### src/rtl/cif_pkg.sv
package cif_pkg;

   typedef enum logic {
      CIF_HUNT = 1'b0,
      CIF_FILL = 1'b1
   } cif_state_e;

   function automatic int cif_cnt_width(input int beats);
      return $clog2(beats + 1);
   endfunction

endpackage

### src/rtl/cif_beat_counter.sv
module cif_beat_counter #(
   parameter int CELL_BEATS = 53,
   localparam int CNT_W = cif_pkg::cif_cnt_width(CELL_BEATS)
) (
   input  logic clk,
   input  logic rst_n,
   input  logic load,
   input  logic step,
   output logic at_end
);

   logic [CNT_W-1:0] cnt_q;

   assign at_end = (cnt_q == CNT_W'(CELL_BEATS - 1));

   always_ff @(posedge clk or negedge rst_n) begin
      if (!rst_n) begin
         cnt_q <= '0;
      end else if (load) begin
         cnt_q <= CNT_W'(1);
      end else if (step) begin
         cnt_q <= at_end ? '0 : cnt_q + CNT_W'(1);
      end
   end

endmodule

### src/rtl/cif_fault_track.sv
module cif_fault_track #(
   parameter bit ERR_EN = 1'b1
) (
   input  logic clk,
   input  logic rst_n,
   input  logic clear,
   input  logic mark,
   input  logic close,
   output logic bad_now
);

   generate
      if (ERR_EN) begin : g_track
         logic flag_q;
         always_ff @(posedge clk or negedge rst_n) begin
            if (!rst_n) begin
               flag_q <= 1'b0;
            end else if (clear || close) begin
               flag_q <= 1'b0;
            end else if (mark) begin
               flag_q <= 1'b1;
            end
         end
         assign bad_now = close & (flag_q | mark);
      end else begin : g_none
         logic unused_inputs;
         assign unused_inputs = &{1'b0, clk, rst_n, clear, mark, close};
         assign bad_now = 1'b0;
      end
   endgenerate

endmodule

### src/rtl/cif_out_stage.sv
module cif_out_stage #(
   parameter int DATA_W = 8
) (
   input  logic              clk,
   input  logic              rst_n,
   input  logic              in_valid,
   input  logic [DATA_W-1:0] in_data,
   input  logic              in_first,
   input  logic              in_last,
   input  logic              in_bad,
   input  logic              in_drop,
   output logic              o_valid,
   output logic [DATA_W-1:0] o_data,
   output logic              o_first,
   output logic              o_last,
   output logic              o_bad,
   output logic              o_drop
);

   always_ff @(posedge clk or negedge rst_n) begin
      if (!rst_n) begin
         o_valid <= 1'b0;
         o_first <= 1'b0;
         o_last  <= 1'b0;
         o_bad   <= 1'b0;
         o_drop  <= 1'b0;
      end else begin
         o_valid <= in_valid;
         o_first <= in_first;
         o_last  <= in_last;
         o_bad   <= in_bad;
         o_drop  <= in_drop;
      end
   end

   always_ff @(posedge clk or negedge rst_n) begin
      if (!rst_n) begin
         o_data <= '0;
      end else if (in_valid) begin
         o_data <= in_data;
      end
   end

endmodule

### src/rtl/cif_framer.sv
module cif_framer #(
   parameter int CELL_BYTES = 53,
   parameter int BEAT_BYTES = 1,
   parameter bit ERR_EN     = 1'b1,
   localparam int DATA_W     = 8 * BEAT_BYTES,
   localparam int CELL_BEATS = CELL_BYTES / BEAT_BYTES
) (
   input  logic              clk,
   input  logic              rst_n,
   input  logic              wr_n,
   input  logic              sof,
   input  logic              room,
   input  logic [DATA_W-1:0] din,
   output logic              o_valid,
   output logic [DATA_W-1:0] o_data,
   output logic              o_first,
   output logic              o_last,
   output logic              o_bad,
   output logic              o_drop
);

   import cif_pkg::*;

   generate
      if (BEAT_BYTES < 1) begin : g_chk_beat
         $error("cif_framer: BEAT_BYTES must be at least 1");
      end
      if ((CELL_BYTES % BEAT_BYTES) != 0) begin : g_chk_div
         $error("cif_framer: CELL_BYTES must be a multiple of BEAT_BYTES");
      end
      if (CELL_BEATS < 2) begin : g_chk_len
         $error("cif_framer: a cell needs at least two beats");
      end
   endgenerate

   cif_state_e state_q;
   logic       wr_ok;
   logic       in_fill;
   logic       start;
   logic       take;
   logic       early;
   logic       at_end;
   logic       close;
   logic       drop;
   logic       bad_now;

   assign wr_ok   = ~wr_n;
   assign in_fill = (state_q == CIF_FILL);
   assign start   = ~in_fill & wr_ok & sof & room;
   assign drop    = ~in_fill & wr_ok & ~start;
   assign take    = in_fill & wr_ok;
   assign early   = take & sof;
   assign close   = take & at_end;

   always_ff @(posedge clk or negedge rst_n) begin
      if (!rst_n) begin
         state_q <= CIF_HUNT;
      end else if (start) begin
         state_q <= CIF_FILL;
      end else if (close) begin
         state_q <= CIF_HUNT;
      end
   end

   cif_beat_counter #(
      .CELL_BEATS(CELL_BEATS)
   ) u_cnt (
      .clk    (clk),
      .rst_n  (rst_n),
      .load   (start),
      .step   (take),
      .at_end (at_end)
   );

   cif_fault_track #(
      .ERR_EN(ERR_EN)
   ) u_fault (
      .clk     (clk),
      .rst_n   (rst_n),
      .clear   (start),
      .mark    (early),
      .close   (close),
      .bad_now (bad_now)
   );

   cif_out_stage #(
      .DATA_W(DATA_W)
   ) u_out (
      .clk      (clk),
      .rst_n    (rst_n),
      .in_valid (start | take),
      .in_data  (din),
      .in_first (start),
      .in_last  (close),
      .in_bad   (bad_now),
      .in_drop  (drop),
      .o_valid  (o_valid),
      .o_data   (o_data),
      .o_first  (o_first),
      .o_last   (o_last),
      .o_bad    (o_bad),
      .o_drop   (o_drop)
   );

endmodule

### config.mk
export PLATFORM = sky130hd
export DESIGN_NAME = cif_framer
export DESIGN_NICKNAME = d
export VERILOG_FILES = /design/src/rtl/cif_pkg.sv /design/src/rtl/cif_beat_counter.sv /design/src/rtl/cif_fault_track.sv /design/src/rtl/cif_out_stage.sv /design/src/rtl/cif_framer.sv
export SDC_FILE = /design/constraint.sdc
export NUM_CORES = 1
export LEC_CHECK = 0
export BUFFER_PORTS_ARGS = -buffer_cell sky130_fd_sc_hd__buf_2
export CELL_PAD_IN_SITES_DETAIL_PLACEMENT = 1
export CELL_PAD_IN_SITES_GLOBAL_PLACEMENT = 2
export CORE_UTILIZATION = 31
export CTS_CLUSTER_DIAMETER = 80
export DETAILED_ROUTE_END_ITERATION = 8
export PLACE_DENSITY_LB_ADDON = 0.1
export SLEW_MARGIN = 20
export SYNTH_ARGS = -nofsm -noshare
export SYNTH_HDL_FRONTEND = slang
export SYNTH_SLANG_ARGS = --single-unit
### constraint.sdc
create_clock -name clk -period 1.82 [get_ports clk]
set_clock_uncertainty 0.2 [all_clocks]
set_input_delay 0.364 -clock clk [delete_from_list [all_inputs] [get_ports clk]]
set_output_delay 0.364 -clock clk [all_outputs]
set_load 0.05 [all_outputs]
Word level (Yosys, flattened, before mapping)

Index checks and enable logic that the tools add are counted.

Magnitude comparators: 0
Shifts and indexed selects: 0
$mul: 0
Add/sub/neg operators: 1
Mux-type cells: 7
Bitwise logic cells: 13
Reductions and logical operators: 4
Equal/unequal tests: 1
Div/mod/pow operators: 0

Operator list:

| cell                | number |
|---|---|
| $mux 6              | 3 |
| $and 1x1->1         | 8 |
| $add 6x1->6 const B | 1 |
| $eq 6x6->1 const B  | 1 |
| $reduce_bool 2->1   | 3 |
| $mux 1              | 4 |
| $not 1->1           | 3 |
| $or 1x1->1          | 2 |
| $logic_or 1x1->1    | 1 |

Output and inout bits: 13
Bits in read-only memories: 0
Bits of input ports: 13
Bits in registers: 21
Latch bits: 0
Bits in writable memories: 0
Memories: 0

Depth between registers and ports, before layout

Gate-level depths: netlist (run 1).

Word-level depth: 6
Depth in mapped cells: 5
Mapped depth without buffers: 5

Cells and area by module

A second synthesis (run 1) with hierarchy kept.

Cell total of the unflattened synthesis: 74
Area, all modules: 962.2 sq um

By module, submodules not included:

| module           | seq. area each (sq um) | cells an instance | area an instance (sq um) | instances |
|---|---|---|---|---|
| cif_out_stage    | 325.3                  | 22                | 456.7                    | 1 |
| cif_beat_counter | 150.1                  | 37                | 367.9                    | 1 |
| cif_framer       | 25.0                   | 11                | 90.1                     | 1 |
| cif_fault_track  | 25.0                   | 4                 | 47.5                     | 1 |

Worst setup path before layout (run 1)

No wires, ideal clock.

Path type: reg-to-reg
Start: register u_cnt.cnt_q[0]
End: register u_out.o_bad
Cell stages (with the launch flop): 6
Library setup time: 86 ps
Required time: 1,534 ps
Buffers on the path: 0
Data arrival time: 1,288 ps
Path slack: 246 ps
Cell sequence: dfrtp_1 -> inv_1 -> ha_1 -> nand4b_1 -> or2_2 -> nor3_1

Cells in the longest elaborated chain, start to end: 3

RTL lines:

| what                   | line                   | source |
|---|---|---|
| start, declared        | cif_beat_counter.sv:12 | `logic [CNT_W-1:0] cnt_q;` |
| start signal, assigned | cif_beat_counter.sv:22 | `cnt_q <= at_end ? '0 : cnt_q + CNT_W'(1);` |
| $eq 6x6->1             | cif_beat_counter.sv:14 | `assign at_end = (cnt_q == CNT_W'(CELL_BEATS - 1));` |
| $and 1x1->1            | cif_framer.sv:53       | `assign close = take & at_end;` |
| $and 1x1->1            | cif_fault_track.sv:24  | `assign bad_now = close & (flag_q \| mark);` |
| net bad_now            | cif_framer.sv:45       | `logic bad_now;` |
| end signal, assigned   | cif_out_stage.sv:31    | `o_bad <= in_bad;` |
| end, declared          | cif_out_stage.sv:16    | `output logic o_bad,` |

The timed path passes the listed nets, and every way through them passes these cells.
A chain may end at the register's enable or synchronous reset.

Worst setup path in the final report (run 1)

Start: register u_cnt.cnt_q[0]
End: register u_cnt.cnt_q[4]

Cells in the longest elaborated chain, start to end: 4
Elaborated cells between the ends (all ways): 5
Classes of those cells: add/sub (1); eq/ne (1); mux (3)

RTL lines:

| what                                             | line                                           | source |
|---|---|---|
| $add 6x1->6 / $eq 6x6->1 (equally long branches) | cif_beat_counter.sv:22, cif_beat_counter.sv:14 |  |
| $mux 6 *                                         | cif_beat_counter.sv:22                         |  |
| $mux 6 *                                         | cif_beat_counter.sv:21                         | `end else if (step) begin` |
| $mux 6 *                                         | cif_beat_counter.sv:19                         | `end else if (load) begin` |

Every way passes the cells marked *; elsewhere a longest branch is shown, timed or not. The select of a mux whose other input is x is not followed.

==> results by group, run 1 <==
Route
  – Detailed-route wire length per cell: 14.7 um
  – Final ANT Viol Nets: 0
  – First DRT Iteration DRCs: 15
  – Residual DRC: 0
  – Vias: 700
  – DR pass1 iterations: 4
  – Vias per cell: just over 5
  – Detailed Route WL: roughly 2000 um

Setup path
  – Worst path top cell family by delay: simple AND/OR/NAND/NOR gates
  – Slowest-stage cell, CP: dfrtp_1
  – Worst path bufs/invs: 0
  – Slowest stage delay, CP: ~460 ps
  – Crit end category: flip-flop
  – Crit start category: flip-flop
  – Worst-path fanout max: 6
  – Required @ worst endpoint: 1860 ps
  – Crit path arrival time: approximately 1700 ps
  – CP Cell Sequence: ha_1, nand3_1, or3_2, a31oi_1
  – CP Class: flip-flop to flip-flop

Clocking
  – H-Tree Level Count: 1
  – Postcts setup bufs: 0
  – Cts repair resizes: 0
  – CTS Buf Count: 3
  – Root Buffer: clkbuf_4
  – Later-pin clock latency in the skew report: around 310 ps
  – Clk pin slew, worst setup/hold paths: between 100 and 150 ps
  – CTS tree: yes
  – CTS sink cnt: 21
  – Clock buffer depth: 2

GRT
  – Initial antenna violation count: 0
  – Global-route wire length before repair: 3550 um
  – Vias in the first global route: approximately 720
  – Gr ovfl total: 0
  – Top Usage Layer GRT: met2
  – M3 GR Usage: 0.0535
  – Overall routing resource usage: 0.150
  – Largest net degree at the start of global routing: 22
  – Met2 Usage GRT: 0.257
  – Met1 usage: 0.182

Power
  – Switching pwr: between 0.8 and 0.9 mW
  – Cell Pwr Density: about 1700 mW/mm^2
  – Leakage power: 0.536 nW
  – Max VDD drop: around 0.87 mV
  – Sequential Power Share: 0.399
  – Power share of the combinational group: 0.480
  – Clock power frac: 0.121
  – Pint: around 1.0 mW
  – Pwr Total: about 1.9 mW
  – Net Sw Frac: 0.457

Synth
  – Post-Syn Instances: 75
  – Asr flop ratio synth: 1.00
  – EDFF count, synth: 0
  – Syn Area/Cell: between 10 and 15 sq um
  – Ys flop type: dfrtp_1
  – Netlist cell types: 27
  – Net Count, Synth: 90
  – Post-synthesis sequential area ratio: 0.579
  – Largest area contributor in the netlist: dfrtp_1
  – Main area contributors after synthesis: dfrtp_1 (58%), mux2_2 (9.9%), ha_1 (2.8%)
  – Synthesized flop and latch total: 21
  – Mapped Area: 908 sq um
  – Yosys warnings: 0
  – Top cell type's share of synthesized area: 0.579

STA
  – RSZ-0062 raised after global routing: no
  – Highest clock rate: approximately 0.60 GHz
  – Tcrit/Tclk final: 0.921
  – Final setup viols: 0
  – TNS Setup: 0 ps
  – Transition time of the tightest slew-check pin: ~480 ps
  – Slew Viols, Final: 0
  – Crit path time final: approximately 1700 ps
  – Max_slew headroom: 0.680
  – Hold Fails Final Rpt: 0

Run
  – Max-cap violation count: 0

Layout
  – N_diodes: 0
  – Finished Core Util: 0.411
  – Layout cells sized above 1: 0.426
  – P&R area growth vs syn: 24.7%
  – Nets: between 100 and 150
  – Fin area: between 0.001 and 0.0015 sq mm

Floorplan
  – Site Rows: 19
  – Die Y: approximately 56 um
  – Die width: approximately 56 um
  – Initial Utilization: 0.329
  – Top Ports: 26
  – Die area: roughly 0.0032 sq mm
  – Core area: approximately 0.0028 sq mm

Placed design
  – Gpl congestion: 0.794
  – Post-DP Area: between 0.001 and 0.0015 sq mm
  – # port buffers: 25
  – Hpwl dp: around 1500 um

Run status
  – Outcome: completed

Worst hold path
  – Hold Path Class: input port to flip-flop
[kinds of logic (layout without fill, tap and decap cells)]
family | after synthesis | after routing | share of synthesized area
buffers and inverters | 6 | 39 | 0.0330
adders and majority gates | 2 | 2 | 0.0275
DFF | 21 | 21 | 0.579
muxes | 9 | 9 | 0.110
and+or+nand+nor | 22 | 22 | 0.139
AOI/OAI and AO/OA | 15 | 15 | 0.112
[path summary, 6_finish.rpt]
path	endpoint	startpoint	cells past startpoint	slack [ps]
setup / recovery	u_cnt.cnt_q[4]	u_cnt.cnt_q[0]	4	140
setup reg to reg	u_cnt.cnt_q[4]	u_cnt.cnt_q[0]	4	140
hold reg to reg	u_out.o_data[7]	u_out.o_data[7]	1	320
min in group asynchronous	u_out.o_bad	rst_n	2	330
max in group asynchronous	u_cnt.cnt_q[5]	rst_n	2	750
hold / removal	u_out.o_drop	room	2	50
[cell usage in the layout, fill, tap and decap left out, types with 3 or more instances in the layout]
cell,n
buf_2,25
dfrtp_1,21
mux2_2,8
buf_4,5
inv_1,4
a21oi_1,4
nand2_1,4
a211oi_1,3
nand2b_1,3
nor2_1,3
o31ai_1,3
clkbuf_4,3
[worst register-to-register path, stage by stage, from the launching register on]
cell and delay (ps):
dfrtp_1 460, ha_1 230, nand3_1 120, or3_2 420
a31oi_1 180
[cells in the mapped netlist (2+ instances only)]
cell / n
inv_1: 4
a31oi_1: 2
nand2b_1: 3
dfrtp_1: 21
o31ai_1: 3
nor2_1: 3
ha_1: 2
nand2_1: 4
mux2_2: 8
a21oi_1: 4
nor3_1: 2
a211oi_1: 3
nand3_1: 2
[metrics by stage]
step                      worst slack [ps]  hold WS [ps]  std cells
after detailed placement               138           156        134
final                                  144          52.4        139
after global placement                 170           155        134
after CTS                              115          33.4        139
after floorplan                        246          -132         75
after global routing                  28.6          37.4        139
[power groups by stage]
| stage | registers, mW | logic, mW | clock network [mW] |
|---|---|---|---|
| after floorplan | 1.05 | 0.360 | 0 |
| after global placement | 0.762 | 0.911 | 0 |
| after detailed placement | 0.771 | 0.920 | 0 |
| after CTS | 0.760 | 0.926 | 0.251 |
| after global routing | 0.790 | 0.998 | 0.264 |
| final | 0.760 | 0.916 | 0.231 |
[per-layer routing]
metal  share of wire  routed length (um)
met1            0.45                 912
met2            0.49                 993
met3           0.059                 121
met4          0.0078                  16
met5               0                   0
[state kept, by name, summed over array words and instances (netlist names)]
signal                  count
in_fill                     1
u_cnt.cnt_q                 6
u_fault.g_track.flag_q      1
u_out.o_bad                 1
u_out.o_data                8
u_out.o_drop                1
u_out.o_first               1
u_out.o_last                1
u_out.o_valid               1
[layout make-up]
class                           count  area (sq um)
Sequential cell                    21           526
Clock buffer                        3          22.5
Clock inverter                      1          5.00
Fill cell                         318          1630
Inverter                            4          15.0
Tap cell                           31          38.8
Timing Repair Buffer               31           173
Multi-Input combinational cell     48           353
[what timing repair did]
action | in CTS | in global routing
endpoints found under the setup margin | 0 | 0
hold buffers | 1 | 0
hold endpoints to repair | 21 | 0
No activity file was read; power rests on OpenSTA's default activity.
==> run 2, diff against run 1 <==
==> constraint.sdc (replaced) <==
create_clock -name clk -period 1.82 [get_ports clk]
set_clock_uncertainty 0.2 [all_clocks]
set_input_delay 0.091 -clock clk [delete_from_list [all_inputs] [get_ports clk]]
set_output_delay 0.091 -clock clk [all_outputs]
set_load 0.05 [all_outputs]
==> run 2 against run 1 <==
Net effect:
- sequential power about the same
- worst setup slack worse by 3.8 ps
- critical path depth up 2
- register-to-register slack about the same
- combinational power down 1%
- fmax down 0.23%
- flip-flop and latch count unchanged
- critical path type unchanged
- largest cell class unchanged
- largest power group unchanged
- highest routed layer unchanged
==> results by group, run 2 (same netlist as run 1, synthesis figures left out) <==
Placed design
  – Hpwl dp: around 1400 um
  – Gpl congestion: approximately 0.7
  – Post-Place Worst Slack: about 160 ps
  – Placed Cells: ~130
  – # port buffers: 25

Layout
  – Finished Core Util: 0.449
  – Layout cells sized above 1: 0.373
  – P&R area growth vs syn: 36.2%
  – Commonest non-fill, non-tap cell in the layout: buf_2
  – Most flops, register: u_out.o_data
  – Most frequent cells in the layout: buf_2 (25), dfrtp_1 (21), dlygate4sd3_1 (13)
  – Top flop regs: u_out.o_data x8, u_cnt.cnt_q x6
  – Cell Count, Final, Fillers Out: 149
  – N_diodes: 0
  – Largest register FFs: 8
  – Nets: between 100 and 150

GRT
  – Vias in the first global route: around 750
  – Gr ovfl total: 0
  – Overall routing resource usage: 0.146
  – Global-route wire length before repair: roughly 3500 um
  – Initial antenna violation count: 0
  – Largest net degree at the start of global routing: 22

Clocking
  – Root Buffer: clkbuf_4
  – Clock buffer depth: 2
  – Later-pin clock latency in the skew report: approximately 300 ps
  – H-Tree Level Count: 1
  – Postcts setup bufs: 0
  – CTS Buf Count: 3
  – CTS tree: yes
  – Clk pin slew, worst setup/hold paths: 120 ps
  – CTS sink cnt: 21

Power
  – Switching pwr: about 0.86 mW
  – Leakage power: 0.578 nW
  – Max VDD drop: about 0.77 mV
  – Power share of the combinational group: 0.479
  – Cell Pwr Density: 1530 mW/mm^2
  – Net Sw Frac: 0.455
  – Clock power frac: 0.118
  – Pint: 1.03 mW
  – Sequential Power Share: 0.403

Route
  – Vias per cell: between 5 and 6
  – Vias: around 750
  – DR pass1 iterations: 4
  – Residual DRC: 0
  – Detailed-route wire length per cell: ~14 um
  – First DRT Iteration DRCs: 9
  – Detailed Route WL: 2050 um
  – Final ANT Viol Nets: 0

STA
  – Crit path time final: 1680 ps
  – Hold Fails Final Rpt: 0
  – Final setup viols: 0
  – TNS Setup: 0 ps
  – Slew Viols, Final: 0
  – Transition time of the tightest slew-check pin: 464 ps
  – RSZ-0062 raised after global routing: no
  – Tcrit/Tclk final: 0.923
  – Highest clock rate: 0.595 GHz
  – Worst Hold Slack: between 50 and 60 ps
  – Final worst slack: roughly 140 ps
  – Max_slew headroom: 0.691

Setup path
  – Required @ worst endpoint: between 1500 and 2000 ps
  – Origin of the worst setup path: u_cnt.cnt_q[0]
  – Crit path arrival time: ~1700 ps
  – Reg-to-reg slack, setup: roughly 140 ps
  – Crit start category: flip-flop
  – Reg-to-Reg Start: u_cnt.cnt_q[0]
  – Crit end category: flip-flop
  – Worst-path fanout max: 6
  – Reg2reg end: u_cnt.cnt_q[2]
  – CP Class: flip-flop to flip-flop
  – R2R depth: 6

Run
  – Max-cap violation count: 0

Floorplan
  – Die Y: 56.1 um
  – Initial Utilization: 0.329
  – Core area: 0.00276 sq mm
  – Die width: roughly 56 um
  – Die area: between 0.003 and 0.004 sq mm
  – Top Ports: 26
  – Site Rows: 19

Worst hold path
  – Hold Path Class: input port to async pin

Run status
  – Outcome: completed
## run 2: cell types whose count changed in the layout (fill, tap and decap cells not counted), sizes merged
cell         delta
buf             -2
dlygate4sd3    +12
## run 2: what timing repair did
item                      CTS  global route
hold endpoints to repair   34             0
hold buffers               13             0
resized for setup           0             0
## run 2: per-stage QoR
step	power, mW	cell area (sq um)
global route	2.03	1240
floorplan	1.41	908
detailed placement	1.65	1080
global placement	1.63	1080
finish	1.89	1240
CTS	1.92	1240
## run 2: final cells by class
cell class                 count  area, sq um
clock buffer                   3         22.5
tap                           31         38.8
inverter                       4         15.0
timing repair buffer          41          278
clock inverter                 1         5.00
sequential                    21          526
multi-input combinational     48          353
fill                         302         1520
## run 2: critical path, cell delays in order (launching register included)
cell and delay (ps):
dfrtp_1 460, inv_1 80, ha_1 140, nand4b_1 170, buf_4 200, a211oi_1 230, nor3_1 80
## run 2: power by group through the flow
stage	clock network (mW)	registers, mW	logic, mW
floorplan	0	1.05	0.360
global placement	0	0.762	0.872
detailed placement	0	0.772	0.883
CTS	0.244	0.762	0.912
global route	0.263	0.784	0.988
finish	0.223	0.762	0.906
## run 2: worst max path at each step
stage | depth (start not counted) | to | slack (ps)
6_report | 6 | u_cnt.cnt_q[2] | 140
5_1_grt | 6 | u_cnt.cnt_q[2] | 80
4_1_cts | 6 | u_cnt.cnt_q[2] | 140
3_5_place_dp | 6 | u_cnt.cnt_q[2] | 160
3_3_place_gp | 4 | u_cnt.cnt_q[4] | 230
2_1_floorplan | 5 | u_out.o_bad | 250
## run 2: layer usage
| layer | part of all wire | track usage | vias to the layer above |
|---|---|---|---|
| li1 | - | - | 358 |
| met1 | 0.46 | 0.183 | 368 |
| met2 | 0.49 | 0.250 | 19 |
| met3 | 0.042 | 0.0279 | 2 |
| met4 | 0.0078 | 0.0523 | 0 |
| met5 | 0 | 0 | - |
